File: src/rtl/ttx_req_pkg.sv
package ttx_req_pkg;

  localparam int unsigned BITCNT_W = 9;

  typedef enum logic [1:0] {
    ST_IDLE = 2'd0,
    ST_WAIT = 2'd1,
    ST_SEND = 2'd2
  } win_state_t;

  typedef enum logic [1:0] {
    STD_625  = 2'd0,
    STD_525  = 2'd1,
    STD_NA   = 2'd2,
    STD_RSVD = 2'd3
  } txt_std_t;

  // bits per insertion window, run-in included
  function automatic logic [BITCNT_W-1:0] window_bits(input logic [1:0] std_sel);
    logic [BITCNT_W-1:0] n;
    case (txt_std_t'(std_sel))
      STD_625: n = BITCNT_W'(360);
      STD_525: n = BITCNT_W'(296);
      default: n = BITCNT_W'(288);
    endcase
    return n;
  endfunction

endpackage

File: src/rtl/ttx_line_gate.sv
module ttx_line_gate #(
  parameter int unsigned LINE_W     = 10,
  parameter int unsigned FIRST_LINE = 6,
  parameter int unsigned NUM_LINES  = 16
) (
  input  logic [LINE_W-1:0]    line_num,
  input  logic                 field_id,
  input  logic [NUM_LINES-1:0] mask_f0,
  input  logic [NUM_LINES-1:0] mask_f1,
  output logic                 line_ok
);

  logic [NUM_LINES-1:0] hit;

  for (genvar i = 0; i < NUM_LINES; i++) begin : g_line
    localparam logic [LINE_W-1:0] LINE_NO = LINE_W'(FIRST_LINE + i);
    assign hit[i] = (line_num == LINE_NO) && (field_id ? mask_f1[i] : mask_f0[i]);
  end

  assign line_ok = |hit;

endmodule

File: src/rtl/ttx_phase_acc.sv
module ttx_phase_acc #(
  parameter int unsigned ACC_W = 16
) (
  input  logic             clk,
  input  logic             rst_n,
  input  logic             clr,
  input  logic             run,
  input  logic [ACC_W-1:0] inc,
  output logic             bit_tick
);

  logic [ACC_W-1:0] acc_q;
  logic [ACC_W-1:0] acc_d;
  logic [ACC_W:0]   sum;

  always_comb begin
    sum      = {1'b0, acc_q} + {1'b0, inc};
    bit_tick = run & sum[ACC_W];
    if (clr)      acc_d = '0;
    else if (run) acc_d = sum[ACC_W-1:0];
    else          acc_d = acc_q;
  end

  always_ff @(posedge clk or negedge rst_n) begin
    if (!rst_n) acc_q <= '0;
    else        acc_q <= acc_d;
  end

endmodule

File: src/rtl/ttx_window_fsm.sv
module ttx_window_fsm
  import ttx_req_pkg::*;
#(
  parameter int unsigned POS_W = 12
) (
  input  logic             clk,
  input  logic             rst_n,
  input  logic             hstart,
  input  logic             line_ok,
  input  logic [POS_W-1:0] wstart,
  input  logic [1:0]       std_sel,
  input  logic             proto,
  input  logic             bit_tick,
  output logic             acc_clr,
  output logic             acc_run,
  output logic             pulse,
  output logic             req
);

  win_state_t           state_q, state_d;
  logic [POS_W-1:0]     pos_q, pos_d;
  logic [BITCNT_W-1:0]  cnt_q, cnt_d;
  logic [BITCNT_W-1:0]  win_len;
  logic                 last_bit;
  logic                 pulse_q, pulse_d;
  logic                 req_q, req_d;

  always_comb begin
    state_d  = state_q;
    pos_d    = pos_q;
    cnt_d    = cnt_q;
    acc_clr  = 1'b0;
    win_len  = window_bits(std_sel);
    last_bit = (cnt_q == win_len - 1'b1);
    if (hstart) begin
      state_d = line_ok ? ST_WAIT : ST_IDLE;
      pos_d   = '0;
      cnt_d   = '0;
    end else begin
      case (state_q)
        ST_WAIT: begin
          if (pos_q == wstart) begin
            state_d = ST_SEND;
            cnt_d   = '0;
            acc_clr = 1'b1;
          end else begin
            pos_d = pos_q + 1'b1;
          end
        end
        ST_SEND: begin
          if (bit_tick) begin
            if (last_bit) state_d = ST_IDLE;
            else          cnt_d   = cnt_q + 1'b1;
          end
        end
        default: ;
      endcase
    end
    pulse_d = bit_tick && (state_q == ST_SEND) && !hstart;
    req_d   = proto ? (state_d == ST_SEND) : pulse_d;
  end

  always_ff @(posedge clk or negedge rst_n) begin
    if (!rst_n) begin
      state_q <= ST_IDLE;
      pos_q   <= '0;
      cnt_q   <= '0;
      pulse_q <= 1'b0;
      req_q   <= 1'b0;
    end else begin
      state_q <= state_d;
      pos_q   <= pos_d;
      cnt_q   <= cnt_d;
      pulse_q <= pulse_d;
      req_q   <= req_d;
    end
  end

  assign acc_run = (state_q == ST_SEND);
  assign pulse   = pulse_q;
  assign req     = req_q;

endmodule

File: src/rtl/ttx_capture.sv
module ttx_capture #(
  parameter int unsigned DLY_W = 4
) (
  input  logic             clk,
  input  logic             rst_n,
  input  logic             pulse,
  input  logic [DLY_W-1:0] dly,
  input  logic             txt_in,
  output logic             bit_data,
  output logic             bit_valid
);

  localparam int unsigned DEPTH = 1 << DLY_W;

  logic [DEPTH-2:0] hist_q;
  logic [DEPTH-1:0] taps;
  logic             sample;
  logic             data_q, data_d;
  logic             vld_q;

  always_comb begin
    taps   = {hist_q, pulse};
    sample = taps[dly];
    data_d = sample ? txt_in : data_q;
  end

  always_ff @(posedge clk or negedge rst_n) begin
    if (!rst_n) begin
      hist_q <= '0;
      data_q <= 1'b0;
      vld_q  <= 1'b0;
    end else begin
      hist_q <= taps[DEPTH-2:0];
      data_q <= data_d;
      vld_q  <= sample;
    end
  end

  assign bit_data  = data_q;
  assign bit_valid = vld_q;

endmodule

File: src/rtl/ttx_req_ctrl.sv
module ttx_req_ctrl #(
  parameter int unsigned LINE_W     = 10,
  parameter int unsigned FIRST_LINE = 6,
  parameter int unsigned NUM_LINES  = 16,
  parameter int unsigned POS_W      = 12,
  parameter int unsigned ACC_W      = 16,
  parameter int unsigned DLY_W      = 4,
  parameter int unsigned SYNC_STG   = 2
) (
  input  logic                 clk,
  input  logic                 rst_n,
  input  logic [LINE_W-1:0]    line_num,
  input  logic                 field_id,
  input  logic                 hstart,
  input  logic                 txt_in,
  input  logic [1:0]           cfg_std,
  input  logic                 cfg_proto,
  input  logic [DLY_W-1:0]     cfg_dly,
  input  logic [POS_W-1:0]     cfg_wstart,
  input  logic [ACC_W-1:0]     cfg_phase_inc,
  input  logic [NUM_LINES-1:0] mask_f0,
  input  logic [NUM_LINES-1:0] mask_f1,
  output logic                 txt_req,
  output logic                 bit_data,
  output logic                 bit_valid
);

  logic [SYNC_STG-1:0] rst_sync_q;
  logic                rst_int_n;
  logic                line_ok;
  logic                acc_clr;
  logic                acc_run;
  logic                bit_tick;
  logic                pulse;

  // asynchronous assert, synchronous release
  always_ff @(posedge clk or negedge rst_n) begin
    if (!rst_n) rst_sync_q <= '0;
    else        rst_sync_q <= {rst_sync_q[SYNC_STG-2:0], 1'b1};
  end
  assign rst_int_n = rst_sync_q[SYNC_STG-1];

  ttx_line_gate #(
    .LINE_W    (LINE_W),
    .FIRST_LINE(FIRST_LINE),
    .NUM_LINES (NUM_LINES)
  ) u_gate (
    .line_num(line_num),
    .field_id(field_id),
    .mask_f0 (mask_f0),
    .mask_f1 (mask_f1),
    .line_ok (line_ok)
  );

  ttx_phase_acc #(
    .ACC_W(ACC_W)
  ) u_phase (
    .clk     (clk),
    .rst_n   (rst_int_n),
    .clr     (acc_clr),
    .run     (acc_run),
    .inc     (cfg_phase_inc),
    .bit_tick(bit_tick)
  );

  ttx_window_fsm #(
    .POS_W(POS_W)
  ) u_fsm (
    .clk     (clk),
    .rst_n   (rst_int_n),
    .hstart  (hstart),
    .line_ok (line_ok),
    .wstart  (cfg_wstart),
    .std_sel (cfg_std),
    .proto   (cfg_proto),
    .bit_tick(bit_tick),
    .acc_clr (acc_clr),
    .acc_run (acc_run),
    .pulse   (pulse),
    .req     (txt_req)
  );

  ttx_capture #(
    .DLY_W(DLY_W)
  ) u_cap (
    .clk      (clk),
    .rst_n    (rst_int_n),
    .pulse    (pulse),
    .dly      (cfg_dly),
    .txt_in   (txt_in),
    .bit_data (bit_data),
    .bit_valid(bit_valid)
  );

endmodule

File: config.mk
export PLATFORM = sky130hd
export DESIGN_NAME = ttx_req_ctrl
export DESIGN_NICKNAME = d
export VERILOG_FILES = /design/src/rtl/ttx_req_pkg.sv /design/src/rtl/ttx_line_gate.sv /design/src/rtl/ttx_phase_acc.sv /design/src/rtl/ttx_window_fsm.sv /design/src/rtl/ttx_capture.sv /design/src/rtl/ttx_req_ctrl.sv
export SDC_FILE = /design/constraint.sdc
export NUM_CORES = 1
export LEC_CHECK = 0
export BUFFER_PORTS_ARGS = -buffer_cell sky130_fd_sc_hd__buf_2
export CAP_MARGIN = 10
export CORE_ASPECT_RATIO = 1.75
export CORE_UTILIZATION = 45
export CTS_CLUSTER_DIAMETER = 200
export DETAILED_ROUTE_END_ITERATION = 8
export GPL_TIMING_DRIVEN = 1
export PLACE_DENSITY = 0.79
export SYNTH_ARGS = -nofsm -noshare
export SYNTH_HDL_FRONTEND = slang
export SYNTH_HIERARCHICAL = 1
export SYNTH_SLANG_ARGS = --single-unit
File: constraint.sdc
create_clock -name clk -period 1.7 [get_ports clk]
set_input_delay 0.34 -clock clk [delete_from_list [all_inputs] [get_ports clk]]
set_output_delay 0.34 -clock clk [all_outputs]
set_load 0.01 [all_outputs]
==> results.toml <==
[status]
status = "finished with violations"
violations = "setup timing"

[worst_setup_path]
cp_max_fo = 4
cp.required_ns = 1.95
worstSetupPathType = "reg2reg"
critPathCaptureType = "flip-flop"
r2r_cells = 14
worst_setup_path_start_kind = "flip-flop"
r2r_slack_ns = -1.07
crit_chain = "ha_4 > inv_2 > fa_2 > nor2b_4 > o211ai_2 > a21oi_2 > o2111a_2 > o211ai_1 > a31oi_2 > inv_2 > a211oi_2 > o21a_1 > buf_6 > mux2i_1"
cp.arrival_ns = 3.02
cp_slowest_cell = "dfrtp_1"
cpLargestDelayFamily = "compound AO/OA/AOI/OAI gates"
r2r_start = "u_phase/acc_q[0]"
cp_slowest_stage_delay_ns = 0.39
r2r-end = "u_fsm/cnt_q[1]"
path_buf_inv = 3
cpMostUsedCell = "inv_2"

[global_route]
grt_antenna_before_repair = 0
track_usage_pct = 27.80
grt.overflow.total = 0
grt_pass1_vias = 4513
grt_pass1_wl_mm = 20.38
grt_max_degree = 40

[detailed_routing]
via_per_inst = 6.001
dr.pass1.iters = 5
wl_per_cell_um = 18.86
postRouteAntennaNets = 0
drt_iter0_markers = 380
drcViolationCount = 0
wl_mm = 14.28
dr_total_vias = 4543

[synth]
synth_flop_cell = "dfrtp_1"
synth_nets = 534
avgSynthCellArea_um2 = 9.783
ys_seq_area_share_pct = 35.61
ys_seq_elements = 60
synth_area_um2 = 4217
netlist_instances = 431
synth_edf_count = 0
ys_warn_count = 6
synth.distinct_cells = 78
async_flop_share_pct = 100.0

[place]
gp_congestion = 0.8735
port_buffers = 84
dp_hpwl_mm = 8.858
place_inst = 721
place_area_um2 = 5598

[die]
initial_core_util_pct = 46.37
die-width_um = 75.18
die_y_um = 130.1
placement_rows = 46
io_pins = 85
die_area_um2 = 9777
core_area_um2 = 9094

[layout]
design_area_um2 = 6452
stdcell_count = 757
final_nets = 735
n_antenna_cell = 0
drive_gt1_share_pct = 48.51
utilization_pct = 70.95
areaGrowthSynthToFinish_pct = 53.03

[pwr]
irDropWorstVdd_uv = 511.2
power_mw = 5.197
power.leakage_nw = 2.939
power_density_nw_per_um2 = 805.4

[clock_network]
clkSlewWorstSetupHoldPaths_ns = 0.06
h-tree-depth = 3
cts_tree = "built"
clk_latency_ns = 0.33
clockRootBuffer = "clkbuf_16"
clock-sinks = 60
cts_buffers = 9
clockBufferDepth = 2

[sta]
rsz0062_at_grt = "yes"
tns_ns = -21.13
fin_crit_sh_pct = 163.1
skew_ns = 0.008403
finalHoldViolCount = 0
tightest_slew_ns = 0.5389
fin_ws_ns = -1.073
setup_violations = 38
clock.fmax_mhz = 360.6
maxSlewViolCount = 0
slew_headroom_pct = 64.08
period_needed_ns = 2.773

[min_path]
min_path_type = "reg2async"

[flow_run]
max_cap_viol_count = 0
==> worst max-delay path by stage <==
stage | from | endpoint | slack (ns) | cells past startpoint
final | u_phase/acc_q[0] | u_fsm/cnt_q[1] | -1.07 | 14
after global routing | u_phase/acc_q[0] | u_fsm/cnt_q[1] | -1.23 | 14
after detailed placement | cfg_phase_inc[0] | u_fsm/cnt_q[1] | -1.08 | 15
after global placement | cfg_phase_inc[0] | u_fsm/cnt_q[1] | -1.03 | 15
after CTS | u_phase/acc_q[0] | u_fsm/cnt_q[1] | -0.98 | 14
after floorplan | u_phase/acc_q[0] | u_fsm/cnt_q[2] | -0.90 | 13
==> layer usage <==
metal  GRT usage (%)  wire length [um]
met1           26.77              4831
met2           51.62              7805
met3           5.946               888
met4           17.43               716
met5               0                36
==> cells in the final DEF (no fill, tap or decap), types with 9 or more instances in the layout <==
cell,n
inv_1,17
nand2_1,26
o211ai_1,11
buf_4,104
nor2_1,34
clkbuf_16,9
nand3_1,11
o21ai_0,9
ha_1,14
xnor2_1,16
dfrtp_1,59
buf_6,16
mux2i_1,19
nand2b_1,11
buf_2,84
==> sequential cells by signal, summed over array words and instances (netlist names), 2 cells and up <==
register	flops
rst_sync_q	2
u_cap/hist_q	15
u_fsm/cnt_q	9
u_fsm/pos_q	12
u_fsm/state_q	2
u_phase/acc_q	16
==> cells in the mapped netlist, types with 3 or more instances <==
cell type	count	area, um2
or3_1	4	25.02
ha_1	20	250.2
mux2_2	4	45.04
mux4_1	4	105.1
mux4_2	3	67.56
nand2_1	28	105.1
o211ai_1	11	82.58
and3_1	3	18.77
mux2i_1	19	190.2
nor4_1	7	43.79
a21oi_1	17	85.08
o31ai_1	9	67.56
o21a_1	8	60.06
nor2b_1	9	56.30
or4_1	7	52.55
a211oi_1	5	37.54
a31oi_1	7	43.79
inv_1	19	71.32
clkbuf_1	9	33.78
o21ai_0	14	70.07
nand2b_1	11	68.82
dfrtp_1	60	1501
buf_6	5	56.30
nand3_1	13	65.06
nor3_1	9	45.04
xnor2_1	17	148.9
nand4_1	6	37.54
nand3b_1	5	37.54
buf_2	3	15.01
nor2_1	36	135.1
o21ai_1	3	15.01
==> layout make-up <==
| type | count | area [um2] |
|---|---|---|
| timing repair buffer | 210 | 1499 |
| sequential | 60 | 1503 |
| fill | 605 | 2641 |
| multi-input combinational | 332 | 2928 |
| clock buffer | 9 | 225.2 |
| clock inverter | 7 | 76.32 |
| inverter | 19 | 71.32 |
| tap | 120 | 150.1 |
==> report_power, final <==
| part | switching, mW | total (mW) | internal (mW) |
|---|---|---|---|
| registers | 0.0778 | 1.59 | 1.51 |
| clock network | 0.701 | 1.84 | 1.14 |
| logic | 0.884 | 1.77 | 0.882 |
==> logic make-up (layout without fill, tap and decap cells) <==
| group | Yosys count | count (layout) | synth area share (%) |
|---|---|---|---|
| buf+inv | 39 | 245 | 4.540 |
| compound gates | 105 | 105 | 19.17 |
| mux | 32 | 32 | 10.30 |
| simple gates | 154 | 154 | 19.94 |
| flops | 60 | 60 | 35.61 |
| fa+ha+maj | 21 | 21 | 6.410 |
| xor+xnor | 19 | 19 | 3.947 |
| other cells | 1 | 1 | 0.08894 |
==> worst reg2reg max path, stage by stage (launching register included) <==
cell and delay, ns:
dfrtp_1 0.39, ha_4 0.16, inv_2 0.04, fa_2 0.36
nor2b_4 0.14, o211ai_2 0.09, a21oi_2 0.19, o2111a_2 0.21
o211ai_1 0.13, a31oi_2 0.26, inv_2 0.10, a211oi_2 0.16
o21a_1 0.17, buf_6 0.13, mux2i_1 0.17
==> stage by stage <==
stage | worst slack, ns | hold WS [ns]
2_1_floorplan | -0.8974 | 0.04441
3_3_place_gp | -1.033 | 0.1248
3_5_place_dp | -1.085 | 0.1267
4_1_cts | -0.9753 | 0.2359
5_1_grt | -1.233 | 0.2445
6_report | -1.073 | 0.2481
==> timing repair <==
action / CTS / global route
endpoints found under the setup margin: 36 / 42
gates cloned: 1 / 0
setup buffers: 13 / 9
gates resized for setup: 41 / 40
endpoints found under the hold margin: 2 / 0
pin swaps: 27 / 28
hold buffers: 1 / 0
Power figures use the tool's default switching activity.
